File: config.mk
export PLATFORM = sky130hd
export DESIGN_NAME = bpa_top
export DESIGN_NICKNAME = d
export VERILOG_FILES = /design/src/rtl/bpa_pkg.sv /design/src/rtl/bpa_issue.sv /design/src/rtl/bpa_opmem.sv /design/src/rtl/bpa_fa_stage.sv /design/src/rtl/bpa_resmem.sv /design/src/rtl/bpa_top.sv
export SDC_FILE = /design/constraint.sdc
export NUM_CORES = 1
export LEC_CHECK = 0
export BUFFER_PORTS_ARGS = -buffer_cell sky130_fd_sc_hd__buf_2
export CAP_MARGIN = 0
export CORE_MARGIN = 5
export CORE_UTILIZATION = 36
export DETAILED_ROUTE_END_ITERATION = 10
export PLACE_DENSITY = 0.61
export SYNTH_ARGS = -nofsm -noshare
export SYNTH_HDL_FRONTEND = slang
export SYNTH_SLANG_ARGS = --single-unit
File: constraint.sdc
create_clock -name clk -period 3.15 [get_ports clk]
set_clock_uncertainty 0.05 [all_clocks]
set_input_delay 0.63 -clock clk [delete_from_list [all_inputs] [get_ports clk]]
set_output_delay 0.63 -clock clk [all_outputs]
set_load 0.01 [all_outputs]
File: src/rtl/bpa_pkg.sv
package bpa_pkg;

    localparam int unsigned OPW     = 4;
    localparam int unsigned NUM_ENT = 16;
    localparam int unsigned IXW     = $clog2(NUM_ENT);
    localparam int unsigned CNW     = IXW + 1;

    typedef logic [OPW-1:0] word_t;
    typedef logic [IXW-1:0] idx_t;
    typedef logic [CNW-1:0] cnt_t;

    // One pipeline slot: tracking fields plus partially consumed operands
    typedef struct packed {
        logic  vld;
        logic  lst;
        idx_t  idx;
        word_t a_rem;
        word_t b_rem;
        logic  cy;
        word_t sum;
    } lane_t;

    // Returns {carry, sum} of one bit position
    function automatic logic [1:0] full_add(input logic x, input logic y, input logic ci);
        logic s;
        logic c;
        s = x ^ y ^ ci;
        c = (x & y) | (x & ci) | (y & ci);
        return {c, s};
    endfunction

    function automatic cnt_t clamp_count(input cnt_t req);
        return (req > cnt_t'(NUM_ENT)) ? cnt_t'(NUM_ENT) : req;
    endfunction

endpackage

File: src/rtl/bpa_issue.sv
module bpa_issue
    import bpa_pkg::*;
(
    input  logic clk,
    input  logic rst,
    input  logic start,
    input  cnt_t count,
    input  logic pipe_busy,
    output logic iss_vld,
    output logic iss_lst,
    output idx_t iss_idx,
    output logic start_ok,
    output logic zero_run,
    output logic busy
);

    logic issuing;
    idx_t idx_q;
    cnt_t rem_q;
    cnt_t eff_cnt;

    assign eff_cnt  = clamp_count(count);
    assign busy     = issuing | pipe_busy;
    assign start_ok = start & ~busy;
    assign zero_run = start_ok & (eff_cnt == '0);

    always_ff @(posedge clk) begin
        if (rst) begin
            issuing <= 1'b0;
            idx_q   <= '0;
            rem_q   <= '0;
        end else if (start_ok) begin
            idx_q   <= '0;
            rem_q   <= eff_cnt;
            issuing <= (eff_cnt != '0);
        end else if (issuing) begin
            idx_q <= idx_q + idx_t'(1);
            rem_q <= rem_q - cnt_t'(1);
            if (rem_q == cnt_t'(1)) begin
                issuing <= 1'b0;
            end
        end
    end

    assign iss_vld = issuing;
    assign iss_lst = (rem_q == cnt_t'(1));
    assign iss_idx = idx_q;

endmodule

File: src/rtl/bpa_opmem.sv
module bpa_opmem
    import bpa_pkg::*;
(
    input  logic  clk,
    input  logic  rst,
    input  logic  ld_en,
    input  idx_t  ld_idx,
    input  word_t ld_a,
    input  word_t ld_b,
    input  logic  iss_vld,
    input  logic  iss_lst,
    input  idx_t  iss_idx,
    output lane_t fetch
);

    word_t mem_a [NUM_ENT];
    word_t mem_b [NUM_ENT];

    always_ff @(posedge clk) begin
        if (ld_en) begin
            mem_a[ld_idx] <= ld_a;
            mem_b[ld_idx] <= ld_b;
        end
    end

    // Synchronous read stage ahead of the first cell; carry-in is zero
    always_ff @(posedge clk) begin
        if (rst) begin
            fetch <= '0;
        end else begin
            fetch.vld   <= iss_vld;
            fetch.lst   <= iss_lst;
            fetch.idx   <= iss_idx;
            fetch.a_rem <= mem_a[iss_idx];
            fetch.b_rem <= mem_b[iss_idx];
            fetch.cy    <= 1'b0;
            fetch.sum   <= '0;
        end
    end

endmodule

File: src/rtl/bpa_fa_stage.sv
module bpa_fa_stage
    import bpa_pkg::*;
(
    input  logic  clk,
    input  logic  rst,
    input  lane_t din,
    output lane_t dout
);

    logic [1:0] cs;

    assign cs = full_add(din.a_rem[0], din.b_rem[0], din.cy);

    // Consume bit 0, shift operands down, shift new sum bit in at the top
    always_ff @(posedge clk) begin
        if (rst) begin
            dout <= '0;
        end else begin
            dout.vld   <= din.vld;
            dout.lst   <= din.lst;
            dout.idx   <= din.idx;
            dout.a_rem <= din.a_rem >> 1;
            dout.b_rem <= din.b_rem >> 1;
            dout.cy    <= cs[1];
            dout.sum   <= {cs[0], din.sum[OPW-1:1]};
        end
    end

endmodule

File: src/rtl/bpa_resmem.sv
module bpa_resmem
    import bpa_pkg::*;
(
    input  logic  clk,
    input  logic  rst,
    input  logic  wr_en,
    input  logic  wr_lst,
    input  idx_t  wr_idx,
    input  word_t wr_sum,
    input  logic  start_ok,
    input  logic  zero_run,
    input  idx_t  rd_idx,
    output word_t rd_sum,
    output logic  done
);

    word_t mem_z [NUM_ENT];

    always_ff @(posedge clk) begin
        if (wr_en) begin
            mem_z[wr_idx] <= wr_sum;
        end
        rd_sum <= mem_z[rd_idx];
    end

    always_ff @(posedge clk) begin
        if (rst) begin
            done <= 1'b0;
        end else if (start_ok) begin
            done <= zero_run;
        end else if (wr_en && wr_lst) begin
            done <= 1'b1;
        end
    end

endmodule

File: src/rtl/bpa_top.sv
module bpa_top
    import bpa_pkg::*;
(
    input  logic                 clk,
    input  logic                 rst,
    input  logic                 ld_en,
    input  logic [IXW-1:0]       ld_idx,
    input  logic [OPW-1:0]       ld_a,
    input  logic [OPW-1:0]       ld_b,
    input  logic                 start,
    input  logic [CNW-1:0]       count,
    input  logic [IXW-1:0]       rd_idx,
    output logic [OPW-1:0]       rd_sum,
    output logic                 busy,
    output logic                 done
);

    lane_t stg [OPW+1];

    logic iss_vld;
    logic iss_lst;
    idx_t iss_idx;
    logic start_ok;
    logic zero_run;
    logic pipe_busy;

    logic  tail_vld;
    logic  tail_lst;
    idx_t  tail_idx;
    word_t tail_sum;
    logic  unused_tail;

    bpa_issue u_issue (
        .clk       (clk),
        .rst       (rst),
        .start     (start),
        .count     (count),
        .pipe_busy (pipe_busy),
        .iss_vld   (iss_vld),
        .iss_lst   (iss_lst),
        .iss_idx   (iss_idx),
        .start_ok  (start_ok),
        .zero_run  (zero_run),
        .busy      (busy)
    );

    bpa_opmem u_opmem (
        .clk     (clk),
        .rst     (rst),
        .ld_en   (ld_en),
        .ld_idx  (ld_idx),
        .ld_a    (ld_a),
        .ld_b    (ld_b),
        .iss_vld (iss_vld),
        .iss_lst (iss_lst),
        .iss_idx (iss_idx),
        .fetch   (stg[0])
    );

    for (genvar k = 0; k < OPW; k++) begin : g_cell
        bpa_fa_stage u_cell (
            .clk  (clk),
            .rst  (rst),
            .din  (stg[k]),
            .dout (stg[k+1])
        );
    end

    always_comb begin
        pipe_busy = 1'b0;
        for (int k = 0; k <= OPW; k++) begin
            pipe_busy = pipe_busy | stg[k].vld;
        end
    end

    assign tail_vld    = stg[OPW].vld;
    assign tail_lst    = stg[OPW].lst;
    assign tail_idx    = stg[OPW].idx;
    assign tail_sum    = stg[OPW].sum;
    // final carry and spent operand bits are dropped (mod 16 result)
    assign unused_tail = ^{stg[OPW].cy, stg[OPW].a_rem, stg[OPW].b_rem};

    bpa_resmem u_resmem (
        .clk      (clk),
        .rst      (rst),
        .wr_en    (tail_vld),
        .wr_lst   (tail_lst),
        .wr_idx   (tail_idx),
        .wr_sum   (tail_sum),
        .start_ok (start_ok),
        .zero_run (zero_run),
        .rd_idx   (rd_idx),
        .rd_sum   (rd_sum),
        .done     (done)
    );

endmodule

After elaboration in Yosys (flattened, before gate mapping)
Memories as Yosys holds them, arrays and structs flattened. A register that Yosys moved wholly into a read port is not among the register bits.
Index checks and enable logic that the tools add are counted.
{ "classes": {"n_addsub": 2, "order_cmp": 1, "eq_ne": 1, "n_mux": 12, "bitwise_logic": 31, "reduce_logical": 6} }
{ "op_table": {"columns": ["op", "n"], "rows": [
  ["2-to-1 mux 5 bit", 3],
  ["OR 1 bit", 11],
  ["bitwise AND 1 bit", 9],
  ["2-to-1 mux 1 bit", 9],
  ["XOR 1 bit", 7],
  ["== test 5 x 1 -> 1 bit (second input constant)", 1],
  ["> comparator 5 bit (second input constant)", 1],
  ["logical NOT 5 bit", 1],
  ["nonzero test 5 bit", 1],
  ["subtractor 5 x 1 -> 5 bit (second input constant)", 1],
  ["adder 4 x 1 -> 4 bit (second input constant)", 1],
  ["nonzero test 2 bit", 2],
  ["bitwise AND 1 bit (second input constant)", 2],
  ["OR reduction 2 bit", 1],
  ["logical AND 1 bit", 1],
  ["inverter 1 bit", 1],
  ["XOR 1 bit (second input constant)", 1]
]} }
{ "word_totals": {"register_bits": 72, "ram_bits": 192, "out_inout_bits": 6, "word_cells": 88, "n_memories": 3} }
{ "mem_list": {"columns": ["name", "depth", "word_bits", "read_ports", "rd_clocked_by_memory_dff", "wr", "line_no", "rtl"], "rows": [
  ["u_opmem.mem_a", 16, 4, 1, 1, 1, "bpa_opmem.sv:16", "word_t mem_a [NUM_ENT];"],
  ["u_opmem.mem_b", 16, 4, 1, 1, 1, "bpa_opmem.sv:17", "word_t mem_b [NUM_ENT];"],
  ["u_resmem.mem_z", 16, 4, 1, 1, 1, "bpa_resmem.sv:17", "word_t mem_z [NUM_ENT];"]
]} }

Logic depth before layout (Yosys ltp)
Gate-level depths: netlist of the first run.
{ "depth": {"ltp_word": 9, "mapped_depth": 7, "depth_no_buf": 6} }

Hierarchy
Synthesis of the first run repeated with hierarchy kept, for this count alone.
{ "hier_totals": {"cells_unflattened": 613, "area_unflattened_um2": 10735.3} }
{ "modules_own_cells": {"columns": ["module", "instances", "cells_each", "area_per_inst_um2", "seq_area_each_um2"], "rows": [
  ["bpa_opmem", 1, 257, 5412.7, 4124.0],
  ["bpa_resmem", 1, 134, 2705.1, 2021.9],
  ["bpa_fa_stage", 4, 39, 514.2, 340.3],
  ["bpa_issue", 1, 63, 548.0, 200.2],
  ["bpa_top", 1, 3, 12.5, 0.0]
]} }

Worst setup path before layout of the first run
Ideal clock, no wire load.
{ "synth_timing": {"path_type": "input to register", "start": "input rd_idx[1]", "end": "register u_resmem.rd_sum[0] (read register of u_resmem.mem_z)", "setup_ns": 0.134, "arrival_time_ns": 2.012, "required_ns": 2.966, "setup_slack_ns": 0.953, "stages": 4, "path_buffers": 2, "path_cell_list": "clkbuf_1 > buf_1 > mux4_2 > mux4_2"} }
{ "synth_lines": {"columns": ["item", "line_no", "rtl"], "rows": [
  ["from (decl)", "bpa_top.sv:12", "input logic [IXW-1:0] rd_idx,"],
  ["to (decl)", "bpa_resmem.sv:13", "output word_t rd_sum,"]
]} }

Worst setup path in the final report of the first run
{ "layout_timing": {"start": "register u_issue.issuing, in the netlist u_issue.iss_vld", "end": "output busy"} }
{ "layout_between": {"elab_chain_cells": 1} }
{ "layout_lines": {"columns": ["item", "line_no", "rtl"], "rows": [
  ["from (decl)", "bpa_issue.sv:17", "logic issuing;"],
  ["from (signal assigned)", "bpa_issue.sv:35", "issuing <= (eff_cnt != '0);"],
  ["OR 1 bit", "bpa_issue.sv:23", "assign busy = issuing | pipe_busy;"],
  ["to (decl)", "bpa_top.sv:14", "output logic busy,"]
]} }
No other way between the ends.

==> results of run 1 <==
synth_stat cells (all sizes together) (2+ instances only):
master    n
or3b      2
fa        2
xor2      6
xnor2     3
nand2b   11
dfxtp    78
nand2    17
buf      12
mux4     28
a21oi     9
a22oi    25
clkbuf   15
nand3    19
inv       3
nor3     13
nand3b    9
ha        4
edfxtp  192
nor2     29
nor2b    55
mux2i    49
and2      2
logic make-up (layout without fill, tap and decap cells):
kind of cell,Yosys count,count (layout)
XOR/XNOR,9,9
adder cells (fa/ha/maj),6,6
AND/OR/NAND/NOR,162,162
flip-flops,270,270
buffers and inverters,30,91
AO/OA/AOI/OAI,38,38
multiplexers,77,77
sequential cells by signal, summed over array words and instances, names as in the netlist, 4 cells and up:
name	cells
g_cell.u_cell.dout	49
u_issue.iss_idx	4
u_issue.rem_q	5
u_opmem.fetch	14
u_opmem.mem_a	64
u_opmem.mem_b	64
u_resmem.mem_z	64
u_resmem.rd_sum	4
critical path: stages, from the launching register on:
cell     delay [ns]
dfxtp_1        0.47
nor4_1         0.48
nand2_1        0.09
buf_2          0.15
report_power, final:
part           switching [mW]  internal, mW  leakage, nW
clock                    1.28          1.74        0.406
combinational           0.184         0.166        0.932
sequential             0.0622          3.87         2.39
total                    1.53          5.78         3.73
final timing paths:
kind	from	end	slack [ns]	depth (start not counted)
max	u_issue.iss_vld$_SDFF_PP0_	busy	0.76	3
min	count[1]	u_issue.rem_q[1]$_SDFFE_PP0P_	0.35	3
max reg2reg	u_issue.iss_vld$_SDFF_PP0_	u_resmem.done$_SDFFE_PP0P_	1.22	4
min reg2reg	g_cell[1].u_cell.dout[16]$_SDFF_PP0_	g_cell[2].u_cell.dout[16]$_SDFF_PP0_	0.38	1
layer usage:
| metal | vias up | global-route usage [%] |
|---|---|---|
| li1 | 2320 | - |
| met1 | 2458 | 15.0 |
| met2 | 99 | 20.2 |
| met3 | 30 | 1.96 |
| met4 | 0 | 2.89 |
| met5 | - | 0 |
final cells by class:
class	instances	share of cell area, %
sequential	270	65.0
multi-input combinational	292	21.6
tap	341	3.78
clock buffer	30	6.09
timing repair buffer	40	2.00
clock inverter	18	1.43
inverter	3	0.0999
==> key figures, run 1 <==
Synth
  • Synth top area cells: edfxtp_1 58%, dfxtp_1 16%, mux4_2 6.4%
  • Mapped Cells: 592
  • Number of distinct library cells after synthesis: 34
  • Largest family of logic cells by synthesized area: multiplexers
  • Syn nets: slightly above 600
  • Post-synthesis async set-or-reset flop share: 0%
  • Adder-cell share of the synthesized area: 0.910%
  • Post-synthesis sequential area ratio: 74.0%
  • Multiplexer share of the synthesized area: 11.3%
  • Share of the synthesized area in the top cell type: 58.2%
  • Yosys warnings: 0
  • Primary FF master, synth: edfxtp_1
  • Simple-gate area share of the yosys netlist: 8.90%
  • EDFF count, synth: 192
  • Synth Area in Compound Gates: under 10%
  • Leading area contributor after synthesis: edfxtp_1
  • Syn Std Cell Area: 9900 µm²
  • Xor/xnor cell area share of the yosys netlist: less than 1%
  • #FFs+latches synth: 270
  • Post-Syn Area per Cell: around 17 µm²

CTS
  • Post-CTS setup buffers: 0
  • Post-cts sizing count: 0
  • CTS tree: built
  • CTS H-tree lvls: 1
  • Hold buffer count at CTS: 0
  • Clock root cell: clkbuf_16
  • Num CTS Buffers: 27
  • Clock sinks: 270
  • Insertion delay to the later sink of the worst-skew pair: 0.52 ns
  • Worst-path clk slew: 0.06 ns
  • Longest Clk Path Bufs: 3

Route
  • Number of routed nets with antenna violations: 0
  • Drt total wl: 17900 µm
  • Met3 wire len: 664 µm
  • Detailed Route Iter0 Violations: between 300 and 400
  • Metal2 WL: slightly above 9000 µm
  • Via-to-Cell Ratio: around 5
  • WL/cell: 18.0 µm
  • Met1 Wirelength: ~7600 µm
  • TritonRoute pass-1 iters: 4
  • Max layer used: met4
  • Via count: ~4900
  • Remaining DRCs: 0

Finish
  • Fin area: about 11000 µm²
  • Layout cells sized above 1: between 10% and 20%
  • Ant diodes: 0
  • Storage cell area: 7330 µm²
  • Final Instance Count excl. Fillers: approximately 1000
  • Area of the multi-input gates: 2430 µm²
  • Layout Nets: between 600 and 700
  • Area delta synth->final: 13.9%
  • Filler cell count: 2397
  • Most frequent cells in the layout: 192 x edfxtp_1, 77 x dfxtp_1, 55 x nor2b_1
  • Most common cell after layout, fill and taps aside: edfxtp_1
  • Final Util: 41.7%

Global routing
  • Vias in the first global route: 4997
  • Tot GR Track Use: 11.5%
  • First-pass GRT wire length: around 28000 µm
  • Initial antenna violation count: 0
  • GRT overflow: 0
  • Largest net degree at the start of global routing: between 60 and 70

Placed design
  • GPL Wtd Cong: 0.759
  • Dpl cells: ~950
  • Post-place setup slack: 0.779 ns
  • Post-DP Area: 10400 µm²
  • IO buf count: 30
  • Detailed placer's ending HPWL: between 10000 and 15000 µm

Timing
  • Worst-margin pin slew: between 0.8 and 0.9 ns
  • RSZ-0062 raised after global routing: no
  • Fin Setup TNS: 0 ns
  • Final Cycle Share: 75.7%
  • Fin. Hold Viols: 0
  • Max_slew headroom: 42.6%
  • FMAX: 419 MHz
  • Slack of the critical path: 0.764 ns
  • Tmin final: 2.39 ns
  • WHS: 0.346 ns
  • Final setup fails: 0
  • Max-slew violations: 0

Setup path
  • Crit path DAT: 1.71 ns
  • Crit Path Class: reg2out
  • Startpoint Class: register
  • Crit Path Max Fanout: 15
  • Crit path capture type: primary output
  • Critical path required time: 2.47 ns

Floorplanning
  • Die W: 176 µm
  • IO Pins: 31
  • Initial core utilization: 36.6%
  • Die area: 30900 µm²
  • Core ar.: 27000 µm²
  • Row count: 60
  • Die Ht: about 180 µm

Run status
  • Status: finished, final reports clean

Power
  • VDD IR max: between 0.4 and 0.5 mV
  • Lkg Pwr: 3.73 nW
  • Power after layout: 7.31 mW
  • Pwr/cell area: 648 nW/µm²

Flow run
  • Max-cap viol count: 0

Hold path
  • Hold WC Path Type: in2reg
No activity file was read; power rests on OpenSTA's default activity.
==> run 2, diff against run 1 <==
==> constraint.sdc (replaced) <==
create_clock -name clk -period 2.4 [get_ports clk]
set_clock_uncertainty 0.05 [all_clocks]
set_input_delay 0.48 -clock clk [delete_from_list [all_inputs] [get_ports clk]]
set_output_delay 0.48 -clock clk [all_outputs]
set_load 0.01 [all_outputs]
==> run 2 against run 1 <==
- combinational power up 36%
- largest power group unchanged
- wire length down 0.13%
- clock power up 37%
- die area unchanged
- critical path depth unchanged
- via count up 1.4%
- largest cell class unchanged
- critical path type unchanged
- hold slack worse by 0.15 ns
- highest routed layer unchanged
- cell count up 1.7%
- first-iteration DRC count up 21%
- non-clock buffer count up 16
- register-to-register slack worse by 0.74 ns
- critical endpoint unchanged
==> key figures, run 2 (synthesis gave the netlist of run 1 again) <==
Timing
  • RSZ-0062 raised after global routing: no
  • Worst-margin pin slew: 0.676 ns (-0.182 ns)
  • FMAX: roughly 450 MHz
  • Final Cycle Share: 92.4%
  • Fin Setup TNS: 0 ns (unchanged)
  • Max-slew violations: 0 (unchanged)
  • Tmin final: 2.22 ns
  • Max_slew headroom: 54.6% (+12 points)
  • Fin. Hold Viols: 0 (unchanged)
  • Final setup fails: 0 (unchanged)
  • WHS: 0.199 ns (-0.147 ns)

Route
  • Number of routed nets with antenna violations: 0 (unchanged)
  • Drt total wl: 17900 µm (-0.13%)
  • Via-to-Cell Ratio: 4.92 (-0.26%)
  • Via count: 4978 (+1.4%)
  • TritonRoute pass-1 iters: 5 (+1)
  • Detailed Route Iter0 Violations: 414 (+21%)
  • Remaining DRCs: 0 (unchanged)
  • WL/cell: 17.7 µm (-1.8%)

Floorplanning
  • Row count: 60 (unchanged)
  • Initial core utilization: 36.6% (unchanged)
  • Die Ht: 176 µm (unchanged)
  • Die area: 30900 µm² (unchanged)
  • Die W: 176 µm (unchanged)
  • IO Pins: 31 (unchanged)
  • Core ar.: 27000 µm² (unchanged)

Hold path
  • Hold WC Path Type: in2reg

Setup path
  • Crit path DAT: 1.69 ns (-0.02 ns)
  • Slowest stage delay, CP: 0.49 ns (about the same)
  • Crit Path Max Fanout: 15 (unchanged)
  • Startpoint Class: register
  • CP delay by family, top: simple AND/OR/NAND/NOR gates
  • Critical path cell sequence: nor4_2 > nand2_1 > buf_2
  • Critical path required time: 1.87 ns (-0.60 ns)
  • WP buf/inv: 1 (unchanged)
  • Crit path capture type: primary output
  • Critical-path top delay cell: dfxtp_1
  • Crit Path Class: reg2out

Finish
  • Storage cell area: 7330 µm² (unchanged)
  • Area of the multi-input gates: 2440 µm² (+0.26%)
  • Most common cell after layout, fill and taps aside: edfxtp_1
  • Fin area: 11500 µm² (+1.7%)
  • Filler cell count: 2384 (-0.54%)
  • Ant diodes: 0 (unchanged)
  • Regs by FF count: u_opmem.mem_a (64), u_opmem.mem_b (64), u_resmem.mem_z (64)
  • Area delta synth->final: 15.8%
  • Layout Nets: 681 (+2.4%)
  • Most frequent cells in the layout: 192 x edfxtp_1, 77 x dfxtp_1, 55 x nor2b_1
  • Layout cells sized above 1: 19.7% (+2.1 points)

Global routing
  • Initial antenna violation count: 0 (unchanged)
  • Largest net degree at the start of global routing: 45 (-32%)
  • Vias in the first global route: 5159 (+3.2%)
  • GRT overflow: 0 (unchanged)
  • First-pass GRT wire length: 28300 µm (about the same)
  • Tot GR Track Use: 11.6% (+0.098 points)

CTS
  • Hold buffer count at CTS: 0 (unchanged)
  • Insertion delay to the later sink of the worst-skew pair: 0.52 ns (about the same)
  • Clock root cell: clkbuf_16
  • Num CTS Buffers: 27 (unchanged)
  • Clock sinks: 270 (unchanged)
  • Worst-path clk slew: 0.06 ns (about the same)
  • CTS tree: built
  • Longest Clk Path Bufs: 3 (unchanged)
  • CTS H-tree lvls: 1 (unchanged)

Power
  • Combinational Power Share: 4.8% (about the same)
  • Int Pwr: 7.83 mW (+35%)
  • Lkg Pwr: 3.87 nW (+3.7%)
  • Clock share of power: 42.4% (+1.0 points)
  • Sw frac: 20.1% (-0.86 points)
  • P_sw: 1.97 mW (+28%)
  • Reg power frac: 52.7% (-1.1 points)
  • VDD IR max: 0.506 mV (+10%)
  • Pwr/cell area: 854 nW/µm² (+32%)

Placed design
  • Detailed placer's ending HPWL: 12000 µm (+2.3%)
  • IO buf count: 30 (unchanged)
  • GPL Wtd Cong: 0.791 (+4.2%)
  • Post-DP Area: 10500 µm² (+1.2%)

Run status
  • Status: finished, final reports clean

Flow run
  • Max-cap viol count: 0 (unchanged)
==> run 2: timing repair <==
action | in CTS | in global routing
hold endpoints to repair | 0 | 0
setup endpoints to repair | 0 | 1
gates resized for setup | 0 | 1
buffers inserted | 0 | 0
==> run 2: through the flow <==
stage	power, mW	utilization (%)	worst slack [ns]	cells
2_1_floorplan	5.57	-	0.353	592
3_3_place_gp	5.71	39.0	0.250	962
3_5_place_dp	5.74	39.0	0.221	962
4_1_cts	9.92	42.4	0.0222	1011
5_1_grt	10.2	42.4	0.0850	1011
6_report	9.79	42.4	0.182	1011
==> run 2: metal layers <==
metal | part of all wire, % | GRT usage, % | vias up
met4 | 3.1 | 3.83 | 0
met2 | 50 | 20.5 | 111
li1 | - | - | 2345
met3 | 4.1 | 2.02 | 33
met5 | 0 | 0 | -
met1 | 42 | 14.6 | 2489
==> run 2: power by group through the flow <==
stage | Clock [mW] | Sequential [mW] | Combinational (mW)
CTS | 4.27 | 5.16 | 0.480
detailed placement | 0 | 5.26 | 0.477
global route | 4.47 | 5.17 | 0.520
finish | 4.16 | 5.16 | 0.475
global placement | 0 | 5.25 | 0.457
floorplan | 0 | 5.22 | 0.356
==> run 2: path summary, 6_finish.rpt <==
| kind | cells after the start | slack [ns] | endpoint | from |
|---|---|---|---|---|
| worst max register to register | 2 | 0.48 | u_resmem.mem_z[0][1]$_DFFE_PP_ | g_cell[3].u_cell.dout[18]$_SDFF_PP0_ |
| worst min-delay path | 3 | 0.20 | u_issue.rem_q[2]$_SDFFE_PP0P_ | count[2] |
| worst max-delay path | 3 | 0.18 | busy | u_issue.iss_vld$_SDFF_PP0_ |
| worst min register to register | 1 | 0.38 | g_cell[1].u_cell.dout[15]$_SDFF_PP0_ | g_cell[0].u_cell.dout[15]$_SDFF_PP0_ |
==> run 2: tightest hold or removal path, delay by kind of cell <==
kind	cells	cell delay [ns]
AOI/OAI and AO/OA	1	0.06
buffers and inverters	1	0.10
and+or+nand+nor	1	0.07
==> run 2: final cells by class <==
cell class | instances | share of cell area [%]
Clock buffer | 45 | 7.75
Tap cell | 341 | 3.72
Sequential cell | 270 | 63.9
Inverter | 3 | 0.0982
Timing Repair Buffer | 56 | 3.01
Clock inverter | 4 | 0.240
Multi-Input combinational cell | 292 | 21.3
